**config.mk**
```make
export PLATFORM = sky130hd
export DESIGN_NAME = txn_commit_seq
export DESIGN_NICKNAME = d
export VERILOG_FILES = /design/src/rtl/txn_seq_pkg.sv /design/src/rtl/txn_nest_stack.sv /design/src/rtl/txn_pend_ctr.sv /design/src/rtl/txn_seq_fsm.sv /design/src/rtl/txn_commit_seq.sv
export SDC_FILE = /design/constraint.sdc
export NUM_CORES = 1
export LEC_CHECK = 0
export BUFFER_PORTS_ARGS = -buffer_cell sky130_fd_sc_hd__buf_2
export CORE_MARGIN = 10
export CORE_UTILIZATION = 46
export DETAILED_ROUTE_END_ITERATION = 10
export PLACE_DENSITY = 0.68
export SETUP_SLACK_MARGIN = 0.02
export SLEW_MARGIN = 5
export SYNTH_ARGS = -nofsm -noshare
export SYNTH_HDL_FRONTEND = slang
export SYNTH_SLANG_ARGS = --single-unit
```
**constraint.sdc**
```tcl
create_clock -name clk -period 2.2 [get_ports clk]
set_input_delay 0 -clock clk [delete_from_list [all_inputs] [get_ports clk]]
set_output_delay 0 -clock clk [all_outputs]
set_load 0.1 [all_outputs]
```
**src/rtl/txn_seq_pkg.sv**
```systemverilog
package txn_seq_pkg;

   typedef enum logic [2:0] {
      ST_IDLE      = 3'd0,
      ST_ACTIVE    = 3'd1,
      ST_VALIDATED = 3'd2,
      ST_COMMITTED = 3'd3,
      ST_IN_MON    = 3'd4,
      ST_ABORTED   = 3'd5
   } txn_st_e;

   typedef enum logic [2:0] {
      OP_NOP      = 3'd0,
      OP_BEGIN    = 3'd1,
      OP_BEGIN_OP = 3'd2,
      OP_VALIDATE = 3'd3,
      OP_COMMIT   = 3'd4,
      OP_ABORT    = 3'd5,
      OP_RSV6     = 3'd6,
      OP_RSV7     = 3'd7
   } txn_op_e;

endpackage

```
**src/rtl/txn_nest_stack.sv**
```systemverilog
module txn_nest_stack #(
   parameter int MAX_DEPTH = 4,
   localparam int DW = $clog2(MAX_DEPTH)
) (
   input  logic          clk,
   input  logic          rst_n,
   input  logic          outer_start,
   input  logic          push,
   input  logic          pop,
   input  logic          lvl_open,
   output logic [DW-1:0] depth,
   output logic          full,
   output logic          top_open
);

   localparam logic [DW-1:0] LAST = DW'(MAX_DEPTH - 1);

   logic [DW-1:0]        depth_q;
   logic [MAX_DEPTH-1:0] open_q;

   always_ff @(posedge clk) begin
      if (!rst_n)           depth_q <= '0;
      else if (outer_start) depth_q <= '0;
      else if (push)        depth_q <= depth_q + 1'b1;
      else if (pop)         depth_q <= depth_q - 1'b1;
   end

   for (genvar g = 0; g < MAX_DEPTH; g++) begin : g_lvl
      localparam logic [DW-1:0] IDX = DW'(g);
      logic wr;
      if (g == 0) begin : g_root
         assign wr = outer_start;
      end else begin : g_inner
         assign wr = push && !outer_start && (depth_q + 1'b1 == IDX);
      end
      always_ff @(posedge clk) begin
         if (!rst_n)  open_q[g] <= 1'b0;
         else if (wr) open_q[g] <= lvl_open;
      end
   end

   assign depth    = depth_q;
   assign full     = (depth_q == LAST);
   assign top_open = open_q[depth_q];

endmodule

```
**src/rtl/txn_pend_ctr.sv**
```systemverilog
module txn_pend_ctr #(
   parameter int CNT_W = 3
) (
   input  logic             clk,
   input  logic             rst_n,
   input  logic             clr,
   input  logic             inc,
   output logic [CNT_W-1:0] cnt,
   output logic             nz
);

   localparam logic [CNT_W-1:0] TOP = {CNT_W{1'b1}};

   logic [CNT_W-1:0] cnt_q;

   always_ff @(posedge clk) begin
      if (!rst_n)                    cnt_q <= '0;
      else if (clr)                  cnt_q <= '0;
      else if (inc && cnt_q != TOP)  cnt_q <= cnt_q + 1'b1;
   end

   assign cnt = cnt_q;
   assign nz  = |cnt_q;

endmodule

```
**src/rtl/txn_seq_fsm.sv**
```systemverilog
module txn_seq_fsm
   import txn_seq_pkg::*;
(
   input  logic       clk,
   input  logic       rst_n,
   input  logic       cmd_valid,
   input  logic [2:0] cmd_op,
   input  logic       conflict_in,
   input  logic       mon_ret,
   input  logic       ret_rollback,
   input  logic       depth_zero,
   input  logic       depth_full,
   input  logic       top_open,
   input  logic       cnt_nz,
   output logic [2:0] status,
   output logic       prio,
   output logic       commit_vis,
   output logic       mon_entry,
   output logic       err,
   output logic       stk_outer,
   output logic       stk_push,
   output logic       stk_pop,
   output logic       stk_open,
   output logic       cnt_inc,
   output logic       cnt_clr
);

   txn_st_e state_q, state_d;
   logic    seen_q, seen_d;
   logic    err_q, err_d;
   logic    vis_q, vis_d;
   logic    ent_q, ent_d;
   txn_op_e op;
   logic    is_begin;

   always_comb begin
      op        = cmd_valid ? txn_op_e'(cmd_op) : OP_NOP;
      is_begin  = (op == OP_BEGIN) || (op == OP_BEGIN_OP);
      stk_open  = (op == OP_BEGIN_OP);
      state_d   = state_q;
      seen_d    = seen_q;
      err_d     = mon_ret && (state_q != ST_IN_MON);
      vis_d     = 1'b0;
      ent_d     = 1'b0;
      stk_outer = 1'b0;
      stk_push  = 1'b0;
      stk_pop   = 1'b0;
      cnt_inc   = 1'b0;
      cnt_clr   = 1'b0;
      unique case (state_q)
         ST_ACTIVE: begin
            if (conflict_in) begin
               state_d = ST_IN_MON;
               ent_d   = 1'b1;
               cnt_clr = 1'b1;
               seen_d  = 1'b1;
            end else begin
               unique case (op)
                  OP_NOP: ;
                  OP_BEGIN, OP_BEGIN_OP: begin
                     if (depth_full) err_d = 1'b1;
                     else            stk_push = 1'b1;
                  end
                  OP_VALIDATE: begin
                     if (seen_q) begin
                        state_d = ST_IN_MON;
                        ent_d   = 1'b1;
                        cnt_clr = 1'b1;
                     end else begin
                        state_d = ST_VALIDATED;
                     end
                  end
                  OP_ABORT: begin
                     state_d = ST_IN_MON;
                     ent_d   = 1'b1;
                     cnt_clr = 1'b1;
                  end
                  default: err_d = 1'b1;
               endcase
            end
         end
         ST_VALIDATED: begin
            if (op == OP_COMMIT) begin
               vis_d = depth_zero || top_open;
               if (depth_zero) begin
                  state_d = ST_COMMITTED;
               end else begin
                  stk_pop = 1'b1;
                  state_d = ST_ACTIVE;
               end
            end else if (op != OP_NOP) begin
               err_d = 1'b1;
            end
         end
         ST_IN_MON: begin
            if (op != OP_NOP) err_d = 1'b1;
            if (mon_ret) begin
               if (cnt_nz || conflict_in) begin
                  ent_d   = 1'b1;
                  cnt_clr = 1'b1;
               end else if (ret_rollback) begin
                  seen_d = 1'b0;
                  if (depth_zero) begin
                     state_d = ST_ABORTED;
                  end else begin
                     stk_pop = 1'b1;
                     state_d = ST_ACTIVE;
                  end
               end else begin
                  state_d = ST_ACTIVE;
               end
            end else if (conflict_in) begin
               cnt_inc = 1'b1;
            end
         end
         default: begin
            if (is_begin) begin
               stk_outer = 1'b1;
               state_d   = ST_ACTIVE;
               seen_d    = 1'b0;
            end else if (op != OP_NOP) begin
               err_d = 1'b1;
            end
         end
      endcase
   end

   always_ff @(posedge clk) begin
      if (!rst_n) begin
         state_q <= ST_IDLE;
         seen_q  <= 1'b0;
         err_q   <= 1'b0;
         vis_q   <= 1'b0;
         ent_q   <= 1'b0;
      end else begin
         state_q <= state_d;
         seen_q  <= seen_d;
         err_q   <= err_d;
         vis_q   <= vis_d;
         ent_q   <= ent_d;
      end
   end

   assign status     = state_q;
   assign prio       = (state_q == ST_VALIDATED);
   assign commit_vis = vis_q;
   assign mon_entry  = ent_q;
   assign err        = err_q;

endmodule

```
**src/rtl/txn_commit_seq.sv**
```systemverilog
module txn_commit_seq #(
   parameter int MAX_DEPTH = 4,
   parameter int CNT_W = 3,
   localparam int DW = $clog2(MAX_DEPTH)
) (
   input  logic             clk,
   input  logic             rst_n,
   input  logic             cmd_valid,
   input  logic [2:0]       cmd_op,
   input  logic             conflict_in,
   input  logic             mon_ret,
   input  logic             ret_rollback,
   output logic [2:0]       status,
   output logic             prio,
   output logic             mon_entry,
   output logic [CNT_W-1:0] pend_cnt,
   output logic             commit_vis,
   output logic             err,
   output logic [DW-1:0]    nest_depth,
   output logic             cur_open
);

   if (MAX_DEPTH < 2 || (1 << DW) != MAX_DEPTH) begin : g_bad_depth
      $error("MAX_DEPTH must be a power of two of at least 2");
   end
   if (CNT_W < 1 || CNT_W > 16) begin : g_bad_cnt
      $error("CNT_W must lie in 1..16");
   end

   logic s_outer, s_push, s_pop, s_open;
   logic s_full, s_top_open;
   logic c_inc, c_clr, c_nz;
   logic [DW-1:0] s_depth;

   txn_nest_stack #(.MAX_DEPTH(MAX_DEPTH)) u_stack (
      .clk        (clk),
      .rst_n      (rst_n),
      .outer_start(s_outer),
      .push       (s_push),
      .pop        (s_pop),
      .lvl_open   (s_open),
      .depth      (s_depth),
      .full       (s_full),
      .top_open   (s_top_open)
   );

   txn_pend_ctr #(.CNT_W(CNT_W)) u_pend (
      .clk  (clk),
      .rst_n(rst_n),
      .clr  (c_clr),
      .inc  (c_inc),
      .cnt  (pend_cnt),
      .nz   (c_nz)
   );

   txn_seq_fsm u_fsm (
      .clk         (clk),
      .rst_n       (rst_n),
      .cmd_valid   (cmd_valid),
      .cmd_op      (cmd_op),
      .conflict_in (conflict_in),
      .mon_ret     (mon_ret),
      .ret_rollback(ret_rollback),
      .depth_zero  (s_depth == '0),
      .depth_full  (s_full),
      .top_open    (s_top_open),
      .cnt_nz      (c_nz),
      .status      (status),
      .prio        (prio),
      .commit_vis  (commit_vis),
      .mon_entry   (mon_entry),
      .err         (err),
      .stk_outer   (s_outer),
      .stk_push    (s_push),
      .stk_pop     (s_pop),
      .stk_open    (s_open),
      .cnt_inc     (c_inc),
      .cnt_clr     (c_clr)
   );

   assign nest_depth = s_depth;
   assign cur_open   = s_top_open;

endmodule

```
; ---- Yosys cells after proc, flatten, opt, wreduce, memory -nomap -nowiden
; Index checks and enable logic that the tools add are counted.
[totals]
regBits = 16
latchBits = 0
ram_bits = 0
romBits = 0
in_bits = 9
output_inout_bits = 13
word_cells = 112
memories = 0
[classes]
addsub = 3
n_mul = 0
div_mod_pow = 0
n_lt_le_gt_ge = 1
eq_ne = 20
n_shift = 0
muxes = 50
bitwise = 2
reduce_logical = 25
[ops]
columns = operator, n
row1 = 1-bit 2-to-1 mux, 29
row2 = 3-bit 2-to-1 mux, 9
row3 = "3-bit by 2-bit equality test with 1-bit output, second input constant", 3
row4 = "3-bit equality test, second input constant", 3
row5 = 3-bit one-hot mux with 3 select lines, 1
row6 = 3-bit OR reduction, 3
row7 = "2-bit != test, second input constant", 4
row8 = 1-bit one-hot mux with 2 select lines, 4
row9 = "2-bit equality test, second input constant", 3
row10 = "3-bit by 1-bit equality test with 1-bit output, second input constant", 2
row11 = 1-bit logical AND, 6
row12 = 2-bit 2-to-1 mux, 3
row13 = "3-bit != test, second input constant", 2
row14 = 1-bit one-hot mux with 3 select lines, 2
row15 = 3-bit one-hot mux with 2 select lines, 1
row16 = 6-bit AND reduction, 1
row17 = 3-bit nonzero test, 2
row18 = 2-bit OR reduction, 3
row19 = 5-bit AND reduction, 1
row20 = "4-bit != test, second input constant", 1
row21 = 4-bit nonzero test, 1
row22 = "3-bit by 1-bit adder with 3-bit output, second input constant", 1
row23 = 3-bit zero test, 1
row24 = 1-bit logical OR, 3
row25 = other kinds (11), 12

; ---- Depth between registers and ports, before layout
; Gate-level depths: netlist of run 1.
[logic_depth]
word_depth = 8
ltp_mapped = 7
depth_no_buf = 7

; ---- Cells and area by module
; A second synthesis of run 1 with hierarchy kept.
[unflattened]
cells_unflattened = 135
hier_area_um2 = 1152.4
[by_module_without_submodules]
columns = mod, n_inst, cells_each, area_each_um2, seq_area_each_um2
row1 = txn_seq_fsm, 1, 84, 633.1, 140.1
row2 = txn_nest_stack, 1, 33, 344.1, 120.1
row3 = txn_pend_ctr, 1, 17, 171.4, 60.1
row4 = txn_commit_seq, 1, 1, 3.8, 0.0

; ---- Least setup slack after synthesis of run 1
; Ideal clock, no wire load.
[synth_timing]
path_kind = register -> register
startpoint = reg u_fsm.state_q[1] (netlist: u_fsm.status[1])
endpoint = reg u_fsm.state_q[1] (netlist: u_fsm.status[1])
setup_ns = 0.088
t_arrival_ns = 3.877
t_required_ns = 2.112
path_slack_ns = -1.764
path_stages_with_launch = 6
path_buffers = 1
synth_period_minus_slack_ns = 3.964
cell_sequence = dfxtp_1 > buf_2 > inv_1 > nor3_1 > a32oi_1 > a211oi_1
[synth_via]
elab_chain_cells = 3
word_cells_on_any_way = 10
cone_classes = eq/ne: 7 / mux: 1 / reduce/logical: 2
[synth_lines]
columns = element, line
row1 = "start, declared", txn_seq_fsm.sv:28  ; txn_st_e state_q, state_d;
row2 = "start signal, assigned", txn_seq_fsm.sv:136  ; state_q <= state_d;
row3 = 3-bit by 2-bit equality test with 1-bit output (*), -
row4 = net prio, txn_commit_seq.sv:14  ; output logic prio,
row5 = 2-bit by 1-bit != test with 1-bit output (no source line) / 4-bit nonzero test (equally long branches), -
row6 = 5-bit AND reduction (no source line), -
; The timed path passes the listed nets; every way through them passes the cells marked *.
; A chain may end at the register's enable or synchronous reset.

; ---- Worst setup path in the final report of run 1
[layout_timing]
startpoint = reg u_fsm.state_q[0] (netlist: u_fsm.status[0])
endpoint = reg u_stack.open_q[2]
[layout_via]
elab_chain_cells = 6
word_cells_on_any_way = 9
cone_classes = eq/ne: 3 / mux: 2 / reduce/logical: 4
[layout_lines]
columns = element, line
row1 = 3-bit by 2-bit equality test with 1-bit output (tied with other cells), txn_seq_fsm.sv:50  ; unique case (state_q)
row2 = 3-bit OR reduction (no source line), -
row3 = 1-bit 2-to-1 mux, txn_seq_fsm.sv:50
row4 = 1-bit zero test, txn_nest_stack.sv:34  ; assign wr = push && !outer_start && (depth_q + 1'b1 == IDX);
row5 = 1-bit logical AND (*) (2 in series), txn_nest_stack.sv:34
row6 = "end signal, assigned by index", txn_nest_stack.sv:38  ; else if (wr) open_q[g] <= lvl_open;
row7 = "end, declared", txn_nest_stack.sv:19  ; logic [MAX_DEPTH-1:0] open_q;
; Every way passes the cells marked *; elsewhere a longest branch is shown, timed or not.

==> out/metrics.cfg, run 1 <==
[outcome]
outcome=finished, final reports clean

[sta]
finClkSkew_ns=0.00762
hold_viol=0
rsz0062_at_grt=false
final.setup.tns_ns=0
post-route-min-period_ns=1.81
setup_viol=0
period_share_pct=82.5
drv_slew=0
clock.fmax_mhz=551
tightest_slew_ns=0.618
slew_headroom_pct=58.7

[global_route]
antenna_found_initial=0
grt_pass1_vias=1061
grt_max_degree=18
overflow=0
grt_usage_pct=12.0
grt_pass1_wl_mm=4.99

[logic_synthesis]
synth_warnings=0
ys_ff_latch=16
synth_edf_count=0
yosysSeqAreaShare_pct=28.2
yosys.area.top_type_share_pct=28.2
synth_area_leaders=dfxtp_1, ha_1, nor2_1
ys_async_sr_fraction_pct=0
synthSimpleGateAreaFrac_pct=28.5
synth_fa_ha_area_share_pct=8.80
synth_common_cells=dfxtp_1, nor2_1, nand2_1
synth_compound_area_share_pct=21.9
syn_nets=151
syn_inst=134
synth_largest_area_cell=dfxtp_1
muxShareOfSynthArea_pct=4.62
syn_area_mm2=0.00114
synth_cell_types=52
synth_flop_cell=dfxtp_1
synth_xor_area_share_pct=2.97
synthMostInstantiatedCell=dfxtp_1
avgSynthCellArea_um2=8.49
synth_top_family_by_area=simple AND/OR/NAND/NOR gates

[cts]
cts_root_buf=clkbuf_4
cts_tree=done
postCtsHoldBufs=0
clock_sinks=16
clk_latency_ns=0.29
path_clk_slew_ns=0.09
post-cts-setup-buffers=0
cts_resized=0
cts_made_buffers=3
clock_path_buffers=2
htreeDepth=1

[final_layout]
n_antenna_cell=0
multi_input_area_um2=771
syn2layout_area_growth_pct=14.7
ff_latch_area_um2=332
layout.cells.non_filler=181
fin_nets=171
fillers=211
drive_above_1_share_pct=26.1
postLayoutCellArea_mm2=0.00131

[worst_setup_path]
rr_worst_depth=4
max_stage_delay_ns=0.54
crit_chain=or4b_4, nor4_4, nand3_1, a21oi_1
cp_slowest_cell=or4b_4
required_ns=2.42
startpoint_type=register
critical_path_arrival_ns=2.04
crit_type=register to register
cp_max_fo=17
critPathCaptureType=register
ff2ff_setup_slack_ns=0.39

[floorplan]
dieArea_mm2=0.00486
die_y_um=69.7
start_util_pct=50.0
die_w_um=69.7
rows=17
top_level_ports=22
core_area_mm2=0.00228

[detailed_routing]
dr.pass1.iters=4
viasPerCell=6.04
drc=0
wl_mm=2.92
ant_nets=0
routedWlPerCell_um=16.1
first_iter_violations=57
via_count=1094

[power_and_ir_drop]
powerDensity_mw_per_mm2=754
p_seq_share_pct=37.1
p_leak_nw=0.551
p_comb_share_pct=43.2
internal_power_mw=0.536
power.switching_mw=0.448
power_frac_clock_pct=19.7
vdd_ir_drop_max_mv=0.593
swShare_pct=45.5
finalPower_mw=0.983

[placed_design]
place_inst=177
place_congestion=0.896
dpl_cell_area_mm2=0.00127
dp_hpwl_mm=2.31
io_buffer_count=21

[flow_run]
drv_cap=0

[worst_hold_path]
min_path_cells=3
min_path_type=primary input to register

## flip-flops by register name, summed over array words and instances (netlist names)
| signal | count |
|---|---|
| u_fsm.seen_q | 1 |
| u_fsm.status | 3 |
| u_fsm.err | 1 |
| u_stack.open_q | 4 |
| u_fsm.commit_vis | 1 |
| u_stack.depth | 2 |
| u_fsm.mon_entry | 1 |
| u_pend.cnt | 3 |
## stage by stage
step,hold WS (ns),utilization [%],worst slack [ns]
after floorplan,0.134,-,0.0561
after global placement,0.308,55.7,0.446
after detailed placement,0.318,55.7,0.405
after CTS,0.00894,57.3,0.400
after global routing,0.00654,57.3,0.213
final,0.0151,57.3,0.385
## area by class of cell
| type | instances | area share, % |
|---|---|---|
| clock buffers | 4 | 2.78 |
| inverters | 7 | 2.01 |
| flip-flops and latches | 16 | 25.4 |
| well taps | 28 | 2.68 |
| multi-input cells | 105 | 59.1 |
| repair buffers | 21 | 8.05 |
## layout by cell type, fill, tap and decap left out, types with 2 or more instances in the layout
cell type / count
o21ai_1: 3
o21a_1: 2
o211ai_1: 2
nand2b_1: 2
a21oi_1: 8
dfxtp_1: 9
ha_1: 8
nor3_1: 2
a211oi_1: 2
a32oi_1: 2
and4b_1: 2
a221oi_1: 2
dfxtp_2: 6
clkbuf_4: 3
buf_2: 21
or2_1: 2
mux2i_1: 3
and4bb_1: 2
and2_1: 2
o22ai_1: 2
inv_1: 6
nor2_1: 13
nand3_1: 6
nand2_1: 12
## power groups by stage
stage               clock network [mW]  logic [mW]  registers, mW
floorplan                            0       0.256          0.461
global placement                     0       0.420          0.368
detailed placement                   0       0.420          0.370
CTS                              0.203       0.422          0.364
global route                     0.217       0.450          0.370
finish                           0.193       0.425          0.365
## critical path: cells and delay by family (launching register included)
kind / cells / cell delay (ns)
and+or+nand+nor: 3 / 1.09
DFF: 1 / 0.51
AOI/OAI and AO/OA: 1 / 0.15
## cell families after synthesis
| kind of cell | count (synthesis) |
|---|---|
| adders and majority gates | 8 |
| AOI/OAI and AO/OA | 35 |
| buffers and inverters | 13 |
| and+or+nand+nor | 55 |
| muxes | 4 |
| xor gates and xnor gates | 3 |
| DFF | 16 |
## metal layers
metal	wire (um)	GRT usage [%]
met5	0	0
met4	9	1.52
met3	281	4.56
met2	1480	21.1
met1	1150	13.6
## path summary, 6_finish.rpt
| kind | from | endpoint |
|---|---|---|
| min | rst_n | u_fsm.status[2] |
| max | u_fsm.status[0] | u_stack.open_q[2] |
| max reg2reg | u_fsm.status[0] | u_stack.open_q[2] |
| min reg2reg | u_stack.open_q[3] | u_stack.open_q[3] |
No activity file was read; power rests on OpenSTA's default activity.
==> run 2, diff against run 1 <==
--- a/config.mk
+++ b/config.mk
@@ -5,11 +5,12 @@
 export SDC_FILE = /design/constraint.sdc
 export NUM_CORES = 1
 export LEC_CHECK = 0
+export ABC_AREA = 1
 export BUFFER_PORTS_ARGS = -buffer_cell sky130_fd_sc_hd__buf_2
 export CORE_MARGIN = 10
 export CORE_UTILIZATION = 46
 export DETAILED_ROUTE_END_ITERATION = 10
-export PLACE_DENSITY = 0.68
+export PLACE_DENSITY = 0.71
 export SETUP_SLACK_MARGIN = 0.02
 export SLEW_MARGIN = 5
 export SYNTH_ARGS = -nofsm -noshare
==> constraint.sdc (replaced) <==
create_clock -name clk -period 1.5 [get_ports clk]
set_input_delay 0 -clock clk [delete_from_list [all_inputs] [get_ports clk]]
set_output_delay 0 -clock clk [all_outputs]
set_load 0.1 [all_outputs]
==> run 2 against run 1 <==
Net effect: global-route usage down 0.60 points; combinational power rose to 2.6 times the previous value; highest routed layer unchanged; critical endpoint is now prio; critical path depth down 1; critical path type is now register to output pin; total power up 91%.
==> out/metrics.cfg, run 2 <==
[logic_synthesis]
syn_inst=177  ; +32%
avgSynthCellArea_um2=6.42  ; -24%
synth_warnings=0  ; unchanged
syn_nets=194  ; +28%
synth_edf_count=0  ; unchanged
ys_ff_latch=16  ; unchanged
synth_cell_types=24  ; -54%
synth_largest_area_cell=dfxtp_1
yosys.area.top_type_share_pct=28.2  ; +0.031 points
synth_flop_cell=dfxtp_1
ys_async_sr_fraction_pct=0  ; unchanged
synth_common_cells=nand2_1, inv_1, nor2_1
syn_area_mm2=0.00114  ; -0.11%
synth_area_leaders=dfxtp_1, nand2_1, ha_1
synthMostInstantiatedCell=nand2_1
yosysSeqAreaShare_pct=28.2  ; +0.031 points

[worst_setup_path]
required_ns=1.50  ; -0.92 ns
crit_chain=inv_4, nor3_4, clkbuf_4
critical_path_arrival_ns=1.38  ; -0.66 ns
crit_type=register to output pin
critPathCaptureType=output pin
cp_slowest_cell=clkbuf_4
cp_max_fo=5  ; -12
cp_num_buf_inv=2  ; +2
path_delay_family=buffers and inverters
max_stage_delay_ns=0.40  ; -0.14 ns
startpoint_type=register

[sta]
period_share_pct=92.3
slew_headroom_pct=67.6  ; +8.9 points
rsz0062_at_grt=false
setup_viol=0  ; unchanged
clock.fmax_mhz=723
whs_ns=0.0102  ; -0.00493 ns
fin_ws_ns=0.116  ; -0.269 ns
finClkSkew_ns=0.00851  ; +0.000893 ns
tightest_slew_ns=0.490  ; -0.128 ns
post-route-min-period_ns=1.38
final.setup.tns_ns=0  ; unchanged
hold_viol=0  ; unchanged
drv_slew=0  ; unchanged

[placed_design]
io_buffer_count=21  ; unchanged
dp_hpwl_mm=2.27  ; -1.8%
pre_cts_ws_ns=0.0966  ; -0.308 ns
dpl_cell_area_mm2=0.00137  ; +7.9%
place_congestion=0.920  ; +2.6%

[cts]
clock_path_buffers=2  ; unchanged
cts_tree=done
clk_latency_ns=0.28  ; about the same
htreeDepth=1  ; unchanged
clock_sinks=16  ; unchanged
postCtsHoldBufs=0  ; unchanged
cts_made_buffers=3  ; unchanged
path_clk_slew_ns=0.09  ; about the same
cts_root_buf=clkbuf_4

[global_route]
overflow=0  ; unchanged
grt_pass1_wl_mm=4.88  ; -2.2%
antenna_found_initial=0  ; unchanged
grt_pass1_vias=1128  ; +6.3%
grt_max_degree=10  ; -8
grt_usage_pct=11.4  ; -0.60 points

[detailed_routing]
routedWlPerCell_um=12.0  ; -26%
wl_mm=2.84  ; -2.9%
viasPerCell=5.08  ; -16%
ant_nets=0  ; unchanged
dr.pass1.iters=4  ; unchanged
drc=0  ; unchanged
first_iter_violations=54  ; -5.3%
via_count=1204  ; +10%

[worst_hold_path]
min_path_type=primary input to register

[floorplan]
core_area_mm2=0.00228  ; unchanged
die_w_um=69.7  ; about the same
dieArea_mm2=0.00486  ; about the same
die_y_um=69.7  ; about the same
rows=17  ; unchanged
top_level_ports=22  ; unchanged
start_util_pct=49.9  ; -0.055 points

[power_and_ir_drop]
vdd_ir_drop_max_mv=1.04  ; +75%
p_leak_nw=0.752  ; +36%
powerDensity_mw_per_mm2=1290  ; +71%

[final_layout]
layout_common_cells=nand2_1, inv_1, nor2_1
mostFrequentLayoutCell=nand2_1
n_antenna_cell=0  ; unchanged
postLayoutCellArea_mm2=0.00146  ; +12%
post-route-util_pct=64.0  ; +6.7 points
top_register=u_stack.open_q
drive_above_1_share_pct=30.1  ; +4.0 points
syn2layout_area_growth_pct=28.2
largest_reg_flops=4  ; unchanged
fin_nets=227  ; +33%

[flow_run]
drv_cap=0  ; unchanged

[outcome]
outcome=finished, final reports clean

## run 2: cell families after synthesis
family                   synth area share [%]
AO/OA/AOI/OAI                            11.1
XOR/XNOR                                0.771
adder cells (fa/ha/maj)                  8.81
buffers and inverters                    9.58
flip-flops                               28.2
AND/OR/NAND/NOR                          41.5
## run 2: layout make-up
| class | count | area (um2) |
|---|---|---|
| fillers | 210 | 820 |
| multi-input cells | 132 | 758 |
| flip-flops and latches | 16 | 348 |
| repair buffers | 28 | 175 |
| inverters | 29 | 114 |
| well taps | 28 | 35.0 |
| clock buffers | 3 | 22.5 |
| clock inverters | 1 | 3.75 |
## run 2: path summary, 6_finish.rpt
path | slack [ns] | startpoint | cells past startpoint | end
worst min register to register | 0.51 | u_fsm.seen_q | 2 | u_fsm.seen_q
worst min-delay path | 0.01 | rst_n | 3 | u_fsm.seen_q
worst max register to register | 0.13 | u_pend.cnt[0] | 6 | u_pend.cnt[0]
worst max-delay path | 0.12 | u_fsm.status[1] | 3 | prio
## run 2: tightest hold or removal path: cells and delay by family
family        cells  cell delay, ns
buf+inv           1            0.15
simple gates      2            0.10
## run 2: per-stage QoR
| step | cells | power, mW |
|---|---|---|
| after floorplan | 177 | 1.38 |
| final | 237 | 1.88 |
| after detailed placement | 228 | 1.58 |
| after CTS | 232 | 1.81 |
| after global routing | 237 | 2.03 |
| after global placement | 228 | 1.57 |
## run 2: routing by layer
| metal | track usage (%) | part of all wire, % |
|---|---|---|
| met5 | 0 | 0 |
| met4 | 4.13 | 0.60 |
| met3 | 3.85 | 5.0 |
| met1 | 14.1 | 49 |
| met2 | 17.6 | 45 |
## run 2: power breakdown
| group | switching, mW | internal, mW | total, mW |
|---|---|---|---|
| clock network | 0.134 | 0.0964 | 0.230 |
| logic | 0.776 | 0.323 | 1.10 |
| registers | 0.0615 | 0.490 | 0.552 |
## run 2: timing repair
action,CTS,global route
setup buffers,0,5
resized for setup,1,7
setup endpoints to repair,1,9
hold endpoints to repair,0,0
pin swaps,0,4
==> run 3, diff against run 2 <==
--- a/config.mk
+++ b/config.mk
@@ -7,10 +7,12 @@
 export LEC_CHECK = 0
 export ABC_AREA = 1
 export BUFFER_PORTS_ARGS = -buffer_cell sky130_fd_sc_hd__buf_2
+export CELL_PAD_IN_SITES_DETAIL_PLACEMENT = 1
+export CELL_PAD_IN_SITES_GLOBAL_PLACEMENT = 1
 export CORE_MARGIN = 10
-export CORE_UTILIZATION = 46
+export CORE_UTILIZATION = 34
 export DETAILED_ROUTE_END_ITERATION = 10
-export PLACE_DENSITY = 0.71
+export PLACE_DENSITY_LB_ADDON = 0.1
 export SETUP_SLACK_MARGIN = 0.02
 export SLEW_MARGIN = 5
 export SYNTH_ARGS = -nofsm -noshare
==> run 3 against run 2 <==
Net effect: non-clock buffer count rose by 4; clock skew fell by 0.0018 ns; total power rose by 1.7%; critical endpoint is now u_stack.depth[1]; wire length rose by 25%; sequential share of layout area fell by 1.1 points; cell count rose by 8.4%; setup slack got worse by 0.019 ns.
==> out/metrics.cfg, run 3 (synthesis results as in run 2) <==
[final_layout]
syn2layout_area_growth_pct=34.5
layout_common_cells=nand2_1, nor2_1, inv_1
multi_input_area_um2=764  ; +0.83%
n_antenna_cell=0  ; unchanged
fin_nets=231  ; +1.8%
drive_above_1_share_pct=32.9  ; +2.7 points
top_register=u_stack.open_q
fillers=429  ; +100%
ff_latch_area_um2=348  ; unchanged
layout.cells.non_filler=257  ; +8.4%
mostFrequentLayoutCell=nand2_1
largest_reg_flops=4  ; unchanged

[worst_setup_path]
max_stage_delay_ns=0.37  ; -0.03 ns
cp.depth=8  ; +5
cp_num_buf_inv=2  ; unchanged
path_delay_family=simple AND/OR/NAND/NOR gates
endpoint=u_stack.depth[1]
critPathCaptureType=register
cp_slowest_cell=dfxtp_4
worst_r2r_endpoint=u_stack.depth[1]
startpoint=u_stack.depth[0]
ff2ff_setup_slack_ns=0.1  ; -0.03 ns
crit_chain=buf_4, ha_1, nor2_4, nand2_4, nand3_2, inv_1, nor2_1, nor2_1
r2r-start=u_stack.depth[0]
startpoint_type=register
cp_max_fo=9  ; +4
rr_worst_depth=8  ; +2
required_ns=1.71  ; +0.21 ns
crit_type=register to register
critical_path_arrival_ns=1.61  ; +0.23 ns
cpMostUsedCell=nor2_1

[floorplan]
start_util_pct=36.3  ; -14 points
die_w_um=77.8  ; +12%
die_y_um=77.8  ; +12%
core_area_mm2=0.00313  ; +37%
top_level_ports=22  ; unchanged
rows=20  ; +3
dieArea_mm2=0.00605  ; +25%

[sta]
clock.fmax_mhz=713  ; -1.4%
hold_viol=0  ; unchanged
post-route-min-period_ns=1.40  ; +0.0193 ns
finClkSkew_ns=0.00675  ; -0.00176 ns
slew_headroom_pct=66.3  ; -1.3 points
rsz0062_at_grt=true
period_share_pct=93.5  ; +1.3 points
setup_viol=0  ; unchanged
tightest_slew_ns=0.509  ; +0.0190 ns
drv_slew=0  ; unchanged

[global_route]
overflow=0  ; unchanged
antenna_found_initial=0  ; unchanged
grt_usage_pct=12.0  ; +0.68 points
grt_pass1_vias=1273  ; +13%
grt_pass1_wl_mm=5.98  ; +23%
grt_max_degree=10  ; unchanged

[power_and_ir_drop]
finalPower_mw=1.91  ; +1.7%
vdd_ir_drop_max_mv=0.483  ; -53%
p_leak_nw=0.773  ; +2.8%
powerDensity_mw_per_mm2=1250  ; -3.0%

[cts]
path_clk_slew_ns=0.11  ; +0.02 ns
cts_root_buf=clkbuf_4
clock_sinks=16  ; unchanged
htreeDepth=1  ; unchanged
clock_path_buffers=2  ; unchanged
cts_made_buffers=3  ; unchanged
cts_tree=done
clk_latency_ns=0.31  ; +0.03 ns

[detailed_routing]
via_count=1223  ; +1.6%
dr.pass1.iters=4  ; unchanged
first_iter_violations=64  ; +19%
viasPerCell=4.76  ; -6.3%
ant_nets=0  ; unchanged
drc=0  ; unchanged
routedWlPerCell_um=13.8  ; +15%
wl_mm=3.54  ; +25%

[placed_design]
place_congestion=0.815  ; -11%
io_buffer_count=21  ; unchanged
place_inst=245  ; +7.5%
dp_hpwl_mm=2.83  ; +25%

[worst_hold_path]
hold_path_startpoint=cmd_op[1]
min_path_type=primary input to register

[flow_run]
drv_cap=0  ; unchanged

[outcome]
outcome=finished, final reports clean

[run 3: worst min-delay path by stage]
stage                                   end  slack, ns  cells after the start
after floorplan                u_fsm.seen_q       0.12                      2
after global placement         u_fsm.seen_q       0.32                      3
after detailed placement       u_fsm.seen_q       0.34                      3
after CTS                 u_stack.open_q[0]       0.04                      3
after global routing      u_stack.open_q[0]       0.05                      3
final                     u_stack.open_q[0]       0.04                      3
[run 3: timing repair]
| item | CTS | global route |
|---|---|---|
| hold endpoints to repair | 1 | 0 |
| buffers inserted | 2 | 5 |
| pin swaps | 0 | 6 |
| hold buffers | 1 | 0 |
| setup endpoints to repair | 2 | 9 |
| resized for setup | 1 | 10 |
[run 3: worst register-to-register path: stages (launching register included)]
cell and delay (ns):
dfxtp_4 0.37, buf_4 0.14, ha_1 0.23, nor2_4 0.15, nand2_4 0.10, nand3_2 0.10
inv_1 0.05, nor2_1 0.11, nor2_1 0.07
[run 3: metal layers]
metal / wire length [um] / GRT usage (%) / part of all wire [%] / vias up
met5: 0 / 0 / 0 / -
met4: 48 / 3.83 / 1.4 / 0
met3: 165 / 3.46 / 4.7 / 5
met2: 1750 / 20.7 / 49 / 17
met1: 1580 / 13.9 / 45 / 559
li1: - / - / - / 642
[run 3: layout make-up]
cell class	instances	share of cell area (%)
timing repair buffer	32	14.4
sequential	16	22.8
multi-input combinational	132	50.0
clock inverter	1	0.246
clock buffer	3	1.47
tap	44	3.60
inverter	29	7.45
[run 3: power breakdown]
group          leakage (nW)  switching [mW]  internal [mW]  total (mW)
Sequential            0.136          0.0632          0.490       0.554
Clock                0.0154           0.161         0.0974       0.259
Combinational         0.622           0.784          0.317        1.10
Total                 0.773            1.01          0.905        1.91
[run 3: per-stage QoR]
| step | setup slack, ns | setup TNS, ns | util, % | hold WS, ns | cell area, um2 |
|---|---|---|---|---|---|
| global placement | 0.116 | 0 | 45.1 | 0.318 | 1410 |
| detailed placement | 0.0597 | 0 | 45.1 | 0.341 | 1410 |
| floorplan | -0.607 | -4.97 | - | 0.121 | 1200 |
| CTS | 0.0400 | 0 | 46.8 | 0.0398 | 1460 |
| finish | 0.0968 | 0 | 48.8 | 0.0356 | 1530 |
| global route | 0.0157 | 0 | 48.8 | 0.0463 | 1530 |
